### src/rtl/rbb_pkg.sv
package rbb_pkg;

  typedef enum logic [1:0] {ST_IDLE, ST_WAIT, ST_RESP} rbb_state_e;

  typedef struct packed {
    logic rd_zero;
    logic rd_chipid;
    logic wr_drop;
  } rbb_loc_t;

  localparam int DONE_BIT = 0;
  localparam int FAIL_BIT = 1;

  // Big-endian lane swap between the memory-mapped side and the register bus
  function automatic logic [63:0] rbb_bswap64(input logic [63:0] d);
    logic [63:0] r;
    for (int k = 0; k < 8; k++) r[8*k +: 8] = d[8*(7-k) +: 8];
    return r;
  endfunction

endpackage

### src/rtl/rbb_addr_xlate.sv
module rbb_addr_xlate #(
  parameter int AW       = 40,
  parameter int WIN_BITS = 35,
  parameter int IDX_W    = WIN_BITS - 3
) (
  input  logic [AW-1:0]    addr,
  input  logic             gen_new,
  output logic [IDX_W-1:0] idx
);

  function automatic logic [IDX_W-1:0] idx_newgen(input logic [WIN_BITS-1:0] off);
    logic [WIN_BITS-1:0] t;
    t = off >> 3;
    return t[IDX_W-1:0];
  endfunction

  function automatic logic [IDX_W-1:0] idx_oldgen(input logic [WIN_BITS-1:0] off);
    logic [WIN_BITS-1:0] hi;
    logic [WIN_BITS-1:0] lo;
    hi      = off >> 4;
    hi[3:0] = 4'h0;
    lo      = {{(WIN_BITS-4){1'b0}}, off[6:3]};
    hi      = hi | lo;
    return hi[IDX_W-1:0];
  endfunction

  logic [WIN_BITS-1:0] win_off;
  assign win_off = addr[WIN_BITS-1:0];
  assign idx     = gen_new ? idx_newgen(win_off) : idx_oldgen(win_off);

endmodule

### src/rtl/rbb_local_decode.sv
module rbb_local_decode
  import rbb_pkg::*;
#(
  parameter int IDX_W = 32
) (
  input  logic [IDX_W-1:0] idx,
  output rbb_loc_t         loc
);

  logic [31:0] i32;
  assign i32 = 32'(idx);

  function automatic rbb_loc_t classify(input logic [31:0] i);
    rbb_loc_t c;
    c = '0;
    case (i)
      32'h000F000F: begin c.rd_chipid = 1'b1; c.wr_drop = 1'b1; end
      32'h01010C00, 32'h01010C03: begin c.rd_zero = 1'b1; c.wr_drop = 1'b1; end
      32'h01010C01, 32'h01010C02,
      32'h01010C04, 32'h01010C05: c.wr_drop = 1'b1;
      32'h01020013, 32'h01020014,
      32'h000F0033, 32'h000F0034: begin c.rd_zero = 1'b1; c.wr_drop = 1'b1; end
      32'h00090012, 32'h00090013, 32'h00090018,
      32'h02020007, 32'h02020009, 32'h0202000F: begin c.rd_zero = 1'b1; c.wr_drop = 1'b1; end
      32'h02013F01, 32'h02013F05: c.rd_zero = 1'b1;
      32'h02013028, 32'h0201302A, 32'h02013801, 32'h02013802,
      32'h02010828, 32'h0201082A, 32'h02010841, 32'h02010842,
      32'h04010828, 32'h0401082A, 32'h04010841, 32'h04010842: begin
        c.rd_zero = 1'b1; c.wr_drop = 1'b1;
      end
      default: c = '0;
    endcase
    return c;
  endfunction

  assign loc = classify(i32);

endmodule

### src/rtl/rbb_status.sv
module rbb_status
  import rbb_pkg::*;
(
  input  logic       clk,
  input  logic       rst_n,
  input  logic       set_done,
  input  logic       set_fail,
  input  logic [1:0] clr,
  output logic [1:0] status
);

  always_ff @(posedge clk or negedge rst_n) begin
    if (!rst_n) begin
      status <= 2'b00;
    end else begin
      status[DONE_BIT] <= set_done | (status[DONE_BIT] & ~clr[DONE_BIT]);
      status[FAIL_BIT] <= set_fail | (status[FAIL_BIT] & ~clr[FAIL_BIT]);
    end
  end

  assert_done_sticky_R10: assert property (@(posedge clk) disable iff (!rst_n)
    status[DONE_BIT] && !clr[DONE_BIT] |=> status[DONE_BIT]);
  assert_fail_sticky_R10: assert property (@(posedge clk) disable iff (!rst_n)
    status[FAIL_BIT] && !clr[FAIL_BIT] |=> status[FAIL_BIT]);
  assert_set_wins_R10: assert property (@(posedge clk) disable iff (!rst_n)
    set_done |=> status[DONE_BIT]);
  assert_fail_with_done_R8: assert property (@(posedge clk) disable iff (!rst_n)
    set_fail |-> set_done);

endmodule

### src/rtl/mmio_regbus_bridge.sv
module mmio_regbus_bridge
  import rbb_pkg::*;
#(
  parameter int AW       = 40,
  parameter int WIN_BITS = 35,
  parameter int TO_CYC   = 32
) (
  input  logic                clk,
  input  logic                rst_n,
  input  logic                gen_new,
  input  logic [63:0]         chip_id,
  input  logic                mmio_req,
  input  logic                mmio_we,
  input  logic [AW-1:0]       mmio_addr,
  input  logic [3:0]          mmio_size,
  input  logic [63:0]         mmio_wdata,
  output logic                mmio_ready,
  output logic [63:0]         mmio_rdata,
  output logic                ds_req,
  output logic                ds_we,
  output logic [WIN_BITS-1:0] ds_addr,
  output logic [63:0]         ds_wdata,
  input  logic                ds_ack,
  input  logic                ds_err,
  input  logic [63:0]         ds_rdata,
  input  logic [1:0]          sts_clr,
  output logic [1:0]          status
);

  localparam int IDX_W = WIN_BITS - 3;
  localparam int TO_W  = $clog2(TO_CYC + 1);

  rbb_state_e      st;
  logic [IDX_W-1:0] idx;
  rbb_loc_t        loc;
  logic [TO_W-1:0] to_cnt;
  logic [63:0]     rdata_q;

  // Named events for the assertions
  logic acc_fire, size_ok, loc_hit, ds_done, to_hit, set_done, set_fail;

  rbb_addr_xlate #(.AW(AW), .WIN_BITS(WIN_BITS), .IDX_W(IDX_W)) u_xlate (
    .addr(mmio_addr), .gen_new(gen_new), .idx(idx)
  );

  rbb_local_decode #(.IDX_W(IDX_W)) u_loc (.idx(idx), .loc(loc));

  assign acc_fire = (st == ST_IDLE) && mmio_req;
  assign size_ok  = (mmio_size == 4'd8);
  assign loc_hit  = size_ok && (mmio_we ? loc.wr_drop : (loc.rd_zero | loc.rd_chipid));
  assign ds_done  = (st == ST_WAIT) && ds_ack;
  assign to_hit   = (st == ST_WAIT) && !ds_ack && (to_cnt == TO_W'(TO_CYC - 1));

  assign set_done = (acc_fire && (!size_ok || loc_hit)) || ds_done || to_hit;
  assign set_fail = (acc_fire && !size_ok) || (ds_done && ds_err) || to_hit;

  always_ff @(posedge clk or negedge rst_n) begin
    if (!rst_n) begin
      st       <= ST_IDLE;
      to_cnt   <= '0;
      rdata_q  <= '0;
      ds_addr  <= '0;
      ds_we    <= 1'b0;
      ds_wdata <= '0;
    end else begin
      case (st)
        ST_IDLE: if (acc_fire) begin
          ds_addr  <= {idx, 3'b000};
          ds_we    <= mmio_we;
          ds_wdata <= rbb_bswap64(mmio_wdata);
          to_cnt   <= '0;
          if (!size_ok) begin
            rdata_q <= '0;
            st      <= ST_RESP;
          end else if (loc_hit) begin
            rdata_q <= (!mmio_we && loc.rd_chipid) ? rbb_bswap64(chip_id) : 64'h0;
            st      <= ST_RESP;
          end else begin
            st <= ST_WAIT;
          end
        end
        ST_WAIT: begin
          if (ds_ack) begin
            rdata_q <= (ds_err || ds_we) ? 64'h0 : rbb_bswap64(ds_rdata);
            st      <= ST_RESP;
          end else if (to_hit) begin
            rdata_q <= '0;
            st      <= ST_RESP;
          end else begin
            to_cnt <= to_cnt + 1'b1;
          end
        end
        ST_RESP: st <= ST_IDLE;
        default: st <= ST_IDLE;
      endcase
    end
  end

  assign mmio_ready = (st == ST_RESP);
  assign mmio_rdata = rdata_q;
  assign ds_req     = (st == ST_WAIT);

  rbb_status u_status (
    .clk(clk), .rst_n(rst_n), .set_done(set_done), .set_fail(set_fail),
    .clr(sts_clr), .status(status)
  );

  assert_ready_pulse_R14: assert property (@(posedge clk) disable iff (!rst_n)
    mmio_ready |=> !mmio_ready);
  assert_req_held_R14: assert property (@(posedge clk) disable iff (!rst_n)
    ds_req && !ds_ack && !to_hit |=> ds_req && $stable(ds_addr));
  assert_local_no_ds_R5: assert property (@(posedge clk) disable iff (!rst_n)
    acc_fire && loc_hit |=> mmio_ready && !ds_req);
  assert_badsize_R11: assert property (@(posedge clk) disable iff (!rst_n)
    acc_fire && !size_ok |=> mmio_ready && !ds_req && status[FAIL_BIT]);
  assert_err_zero_R8: assert property (@(posedge clk) disable iff (!rst_n)
    ds_done && ds_err |=> mmio_ready && mmio_rdata == 64'h0 && status == 2'b11);
  assert_timeout_R13: assert property (@(posedge clk) disable iff (!rst_n)
    to_hit |=> mmio_ready && !ds_req && status[FAIL_BIT]);

endmodule

### config.mk
export PLATFORM = sky130hd
export DESIGN_NAME = mmio_regbus_bridge
export DESIGN_NICKNAME = d
export VERILOG_FILES = /design/src/rtl/rbb_pkg.sv /design/src/rtl/rbb_addr_xlate.sv /design/src/rtl/rbb_local_decode.sv /design/src/rtl/rbb_status.sv /design/src/rtl/mmio_regbus_bridge.sv
export SDC_FILE = /design/constraint.sdc
export NUM_CORES = 1
export LEC_CHECK = 0
export CAP_MARGIN = 20
export CORE_AREA = 2 2 163 165
export CTS_BUF_LIST = sky130_fd_sc_hd__clkbuf_8
export DETAILED_ROUTE_END_ITERATION = 8
export DIE_AREA = 0 0 165 167
export MAX_ROUTING_LAYER = met4
export PLACE_DENSITY = 0.77
export SETUP_SLACK_MARGIN = 0.02
export SKIP_CTS_REPAIR_TIMING = 1
export SLEW_MARGIN = 20
export SYNTH_ARGS = -nofsm -noshare
export SYNTH_HDL_FRONTEND = slang
export SYNTH_SLANG_ARGS = --single-unit
### constraint.sdc
create_clock -name clk -period 2.3 [get_ports clk]
set_input_delay 0.23 -clock clk [delete_from_list [all_inputs] [get_ports clk]]
set_output_delay 0.23 -clock clk [all_outputs]
set_load 0.005 [all_outputs]
# Yosys cells after proc, flatten, opt, wreduce, memory -nomap -nowiden
# Index checks and enable logic that the tools add are counted.
totals:
  input_bits: 245
  out_inout_bits: 168
  word_cells: 105
  ff_bits: 171
classes:
  bitwise_logic: 8
  muxes: 23
  n_addsub: 1
  n_reduce_logical: 26
  eq_ne: 40
ops:
  columns: ["operator", "n"]
  rows:
  - ["64-bit two-way mux", 7]
  - ["32-bit by 26-bit equality test with 1-bit output (second input constant)", 13]
  - ["32-bit by 25-bit equality test with 1-bit output (second input constant)", 8]
  - ["32-bit by 20-bit equality test with 1-bit output (second input constant)", 6]
  - ["32-bit by 27-bit equality test with 1-bit output (second input constant)", 4]
  - ["64-bit case mux with 2 select lines", 1]
  - ["32-bit two-way mux", 1]
  - ["31-bit by 4-bit bitwise OR with 31-bit output", 1]
  - ["29-bit OR reduction", 1]
  - ["26-bit OR reduction", 1]
  - ["6-bit two-way mux", 3]
  - ["6-bit case mux with 2 select lines", 1]
  - ["2-bit two-way mux", 5]
  - ["1-bit logical AND", 9]
  - ["4-bit AND reduction", 2]
  - ["6-bit by 1-bit adder with 6-bit output (second input constant)", 1]
  - ["6-bit by 5-bit equality test with 1-bit output (second input constant)", 1]
  - ["1-bit logical OR", 6]
  - ["2-bit inequality test (second input constant)", 3]
  - ["4-bit equality test (second input constant)", 1]
  - ["1-bit two-way mux", 4]
  - ["2-bit case mux with 2 select lines", 1]
  - ["2-bit AND reduction", 2]
  - ["1-bit zero test", 3]
  - ["9 further kinds", 13]

# Longest topological paths before layout
logic_depth:
  depth_word: 13
  depth_mapped: 12
  ltp_nobuf: 8

# Modules after synthesis
# From an unflattened synthesis, not the netlist that was laid out.
hier_totals:
  hier_cells: 815
  hier_area_um2: 8557.0
by_module_without_submodules:
  columns: ["mod", "n_inst", "area_each_um2", "cells_each", "seq_area_each_um2"]
  rows:
  - ["mmio_regbus_bridge", 1, 7377.1, 688, 4229.1]
  - ["rbb_local_decode", 1, 644.4, 86, 0.0]
  - ["rbb_addr_xlate", 1, 462.9, 35, 0.0]
  - ["rbb_status", 1, 72.6, 6, 50.0]

# Least setup slack after synthesis
# Ideal clock, no wire load.
synth_path:
  path_kind: "input to register"
  from: "input port gen_new"
  to: "register rdata_q[0] (netlist: mmio_rdata[0])"
  n_path_buf: 4
  arrival_ns: 2.137
  t_required_ns: 2.172
  setup_ns: 0.128
  cell_stages: 11
  path_slack_ns: 0.035
  path_cell_list: "buf_6 -> a211o_1 -> or3_1 -> buf_2 -> or3_1 -> o211ai_1 -> a211oi_1 -> buf_6 -> buf_6 -> a41oi_2 -> nand3_1"
synth_between:
  elab_chain_len: 9
  elab_cells_between_ends: 48
  classes_between: "eq/ne (32); mux (10); bitwise (1); reduce/logical (5)"
synth_rtl:
  columns: ["item", "line", "source"]
  rows:
  - ["start: declaration", "mmio_regbus_bridge.sv:10", "input logic gen_new,"]
  - ["32-bit two-way mux *", "rbb_addr_xlate.sv:29", "assign idx = gen_new ? idx_newgen(win_off) : idx_oldgen(win_off);"]
  - ["32-bit by 25-bit equality test with 1-bit output, or another cell as far along", "rbb_local_decode.sv:16", "case (i)"]
  - ["26-bit OR reduction (no line) or 1-bit two-way mux (tied branches)", null, null]
  - ["1-bit two-way mux or 1-bit logical AND (tied branches)", "rbb_local_decode.sv:16, mmio_regbus_bridge.sv:76", null]
  - ["1-bit bitwise OR or 64-bit two-way mux (tied branches)", "mmio_regbus_bridge.sv:50, mmio_regbus_bridge.sv:76", null]
  - ["1-bit two-way mux or 64-bit two-way mux (tied branches)", "mmio_regbus_bridge.sv:50, mmio_regbus_bridge.sv:75", null]
  - ["1-bit logical AND or 64-bit two-way mux (tied branches)", "mmio_regbus_bridge.sv:50, mmio_regbus_bridge.sv:72", null]
  - ["3-bit inequality test (no line) or 64-bit two-way mux (tied branches)", null, null]
  - ["4-bit AND reduction (no line) or 64-bit case mux with 2 select lines (tied branches)", null, null]
  - ["end signal: assignment", "mmio_regbus_bridge.sv:76", "rdata_q <= (!mmio_we && loc.rd_chipid) ? rbb_bswap64(chip_id) : 64'h0;"]
  - ["end signal: assignment", "mmio_regbus_bridge.sv:84", "rdata_q <= (ds_err || ds_we) ? 64'h0 : rbb_bswap64(ds_rdata);"]
  - ["end: declaration", "mmio_regbus_bridge.sv:37", "logic [63:0] rdata_q;"]
# Every way passes the cells marked *; elsewhere a longest branch is shown, timed or not. The select of a mux whose other input is x is not followed.
# A chain may end at the register's enable or synchronous reset.

# Final worst setup path
layout_path:
  from: "input port mmio_addr[25]"
  to: "register rdata_q[41] (netlist: mmio_rdata[41])"
layout_between:
  elab_chain_len: 10
  elab_cells_between_ends: 49
  classes_between: "eq/ne (32); mux (10); bitwise (2); reduce/logical (5)"
layout_rtl:
  columns: ["item", "line", "source"]
  rows:
  - ["start: declaration", "mmio_regbus_bridge.sv:14", "input logic [AW-1:0] mmio_addr,"]
  - ["31-bit by 4-bit bitwise OR with 31-bit output", "rbb_addr_xlate.sv:23", "hi = hi | lo;"]
  - ["32-bit two-way mux *", "rbb_addr_xlate.sv:29", null]
  - ["32-bit by 25-bit equality test with 1-bit output, or another cell as far along", "rbb_local_decode.sv:16", null]
  - ["26-bit OR reduction (no line) or 1-bit two-way mux (tied branches)", null, null]
  - ["1-bit two-way mux or 1-bit logical AND (tied branches)", "rbb_local_decode.sv:16, mmio_regbus_bridge.sv:76", null]
  - ["1-bit bitwise OR or 64-bit two-way mux (tied branches)", "mmio_regbus_bridge.sv:50, mmio_regbus_bridge.sv:76", null]
  - ["1-bit two-way mux or 64-bit two-way mux (tied branches)", "mmio_regbus_bridge.sv:50, mmio_regbus_bridge.sv:75", null]
  - ["1-bit logical AND or 64-bit two-way mux (tied branches)", "mmio_regbus_bridge.sv:50, mmio_regbus_bridge.sv:72", null]
  - ["3-bit inequality test (no line) or 64-bit two-way mux (tied branches)", null, null]
  - ["4-bit AND reduction (no line) or 64-bit case mux with 2 select lines (tied branches)", null, null]
# Marked as above.

==> out/results.txt <==
Avg Vias per Cell: 5.41
Arr. time, crit path: 2560 ps
GPL Wtd Cong: 0.915
storage element area: 4280 um2
vias: 10,240
Yosys reg bits: 171
DRT iter0 DRCs: 1,148
Worst-path clk slew: 120 ps
die width: 165 um
Die Footprint: 27,600 um2
crit-path cells: clkdlybuf4s50_1 > nor4_2 > buf_4 > o2111ai_1 > nor4b_2 > o21ai_1 > o2111a_4 > buf_12 > a41oi_1 > nand3_1
average wire per standard cell: 18.2 um
P_leak: 6.50 nW
Synth area leader: dfrtp_1
# Max-Cap Violations: 0
Final min period: 2220 ps
top-area cell type share of the netlist area: 44.9%
pwr/cell area: 507 nW/um2
total grt overflow: 0
Critical Path Sink Type: register
HP Class: in -> async
mapped cell area: 9540 um2
Slew Limit Fails: 0
Fin. Hold Viols: 0
Seq/Total Area, Yosys: 44.9%
Worst Path Class, Setup: in -> reg
CTS sink cnt: 171
hpwl dp: 24,700 um
Setup Viol. Count Final: 0
# DRC: 0
placed insts: 1,852
total wire length: 34,500 um
Yosys Warn Count: 0
total CTS buffers: 17
row cnt: 59
Clk Latency, worst-skew pair: 470 ps
core area: 25,800 um2
Worst Path Max Fanout: 26
multi-input logic area: 4950 um2
Buf/Inv on CP: 3
drt first pass iters: 5
port bufs: 401
Max Buffers Root-to-Sink: 2
FF-to-FF Start: to_cnt[0]
synthesized netlist cell count: 1,112
synth top area cells: dfrtp_1 45%, nand2_1 11%, nand3_1 10%, a41oi_2 6.8%, a21oi_1 4.9%
Worst Tran Pin Value: 542 ps
period utilisation layout: 96.5%
slowest stage delay, CP: 460 ps
Routed Antenna Nets: 0
VDD IR max: 0.000346 V
layout cell share with drive strength beyond 1: 13.9%
Distinct cells, synth: 52
Mapped Avg Cell Area: 8.58 um2
CTS tree: built
CP Launch Type: input pin
Fmax: 0.451 GHz
root buf cell: clkbuf_8
largest net degree at the start of global routing: 75
Die Y: 167 um
Setup Skew: 31.6 ps
global-route wire length before repair: 52,500 um
Initial Util: 37.0%
Top Ports: 413
CP top delay family: buffers and inverters
fill cell count: 2,186
Rel. slew slack: 63.8%
CP startpoint: mmio_addr[25]
Tot Pwr: 0.00775 W
H-tree depth: 4
WP data required: 2640 ps
vias in the first global route: 9,957
Layout area overhead: 60.4%
initial antenna violation count: 2
fin cells: 1,893
Tot GR Track Use: 24.7%
nets: 1,789
status: completed
Slowest-stage cell, CP: clkdlybuf4s50_1
layout make-up:
| cell class | count | area share, % |
|---|---|---|
| repair buffers | 509 | 34.1 |
| multi-input cells | 837 | 32.4 |
| flip-flops and latches | 171 | 28.0 |
| well taps | 335 | 2.74 |
| clock buffers | 17 | 1.53 |
| clock inverters | 15 | 1.10 |
| inverters | 7 | 0.172 |
| diodes | 2 | 0.0327 |
state kept, by name, indices dropped and copies added, names as in the netlist:
register / count
mmio_rdata: 64
to_cnt: 6
ds_we: 1
u_status.status: 2
ds_addr: 32
ds_wdata: 64
st: 2
placed cells by master (no fill, tap or decap), types with 4 or more instances in the layout:
| cell | synthesis | layout |
|---|---|---|
| clkdlybuf4s50_1 | 0 | 382 |
| nand2_1 | 285 | 283 |
| nand3_1 | 198 | 197 |
| dfrtp_1 | 171 | 171 |
| a21oi_1 | 93 | 93 |
| buf_4 | 14 | 79 |
| a41oi_2 | 40 | 47 |
| nor2_1 | 42 | 40 |
| mux2i_1 | 23 | 23 |
| buf_12 | 0 | 23 |
| a41oi_1 | 24 | 17 |
| clkbuf_8 | 0 | 17 |
| dlymetal6s2s_1 | 0 | 17 |
| o21ai_0 | 15 | 12 |
| nand2b_1 | 11 | 10 |
| nor3b_1 | 9 | 8 |
| inv_1 | 7 | 7 |
| nor2b_1 | 6 | 6 |
| nor3_1 | 7 | 6 |
| a31oi_1 | 6 | 6 |
| and3b_1 | 6 | 6 |
| nor4_1 | 9 | 6 |
| nor4b_2 | 0 | 5 |
| o211ai_1 | 4 | 4 |
| nor4bb_1 | 5 | 4 |
| clkinv_8 | 0 | 4 |
| inv_8 | 0 | 4 |
worst reg2reg max path: stages (launching register included):
cell	delay (ps)
dfrtp_1	420
ha_1	240
and4_1	220
a21oi_1	240
mux2i_1	110
nor2_1	290
nand4_1	190
xnor2_1	180
nor2_1	50
kinds of logic after synthesis:
group / after synthesis / synth area share, %
AO/OA/AOI/OAI: 195 / 16.6
XOR/XNOR: 5 / 0.459
other: 1 / 0.0393
adder cells (fa/ha/maj): 1 / 0.131
multiplexers: 26 / 2.79
flip-flops: 171 / 44.9
buffers and inverters: 106 / 5.44
AND/OR/NAND/NOR: 607 / 29.7
final timing paths:
kind                             endpoint  slack (ps)  cells after the start
hold reg to reg              ds_wdata[42]         480                      2
setup reg to reg                to_cnt[5]         220                      8
max in group asynchronous    ds_wdata[36]        1290                      3
hold / removal              mmio_rdata[0]         180                      2
setup / recovery           mmio_rdata[41]          80                     10
min in group clk              ds_addr[15]         180                      3
synthesized netlist by cell type, drive strengths merged:
master / count
a2111o: 1
a211o: 1
a211oi: 1
a21oi: 93
a31oi: 6
a41oi: 64
and2: 2
and3: 2
and3b: 6
and4: 1
and4b: 2
buf: 40
clkbuf: 59
conb: 1
dfrtp: 171
ha: 1
inv: 7
mux2: 2
mux2i: 24
nand2: 285
nand2b: 11
nand3: 198
nand3b: 2
nand4: 3
nand4b: 3
nor2: 42
nor2b: 6
nor3: 7
nor3b: 9
nor4: 11
nor4b: 8
nor4bb: 5
o2111a: 1
o2111ai: 3
o211ai: 4
o21a: 1
o21ai: 15
o221ai: 2
o22a: 1
o22ai: 1
o31ai: 1
or3: 3
or4: 1
xnor2: 2
xor2: 3
through the flow:
step / setup WS [ps] / TNS (ps) / utilization, % / hold slack, ps / area, um2
floorplan: 34.8 / 0 / - / -65.6 / 9540
global route: -17.5 / -106 / 59.4 / 170 / 15300
finish: 81.0 / 0 / 59.4 / 180 / 15300
detailed placement: -650 / -38650 / 56.5 / 124 / 14600
CTS: -145 / -5000 / 58.1 / -402 / 15000
global placement: -549 / -33950 / 56.5 / 129 / 14600
power by group:
| group | total (W) | switching (W) | internal, W |
|---|---|---|---|
| sequential | 0.00351 | 0.000191 | 0.00332 |
| combinational | 0.00203 | 0.000833 | 0.00120 |
| clock | 0.00222 | 0.00139 | 0.000826 |
metal layers:
| layer | global-route usage (%) | vias to the layer above | share of wire (%) |
|---|---|---|---|
| li1 | - | 4811 | - |
| met1 | 31.0 | 4903 | 41 |
| met2 | 39.5 | 449 | 49 |
| met3 | 4.78 | 77 | 7.0 |
| met4 | 8.92 | 0 | 3.5 |
| met5 | - | - | 0 |
Note: power is estimated with default switching activity, not from simulation.
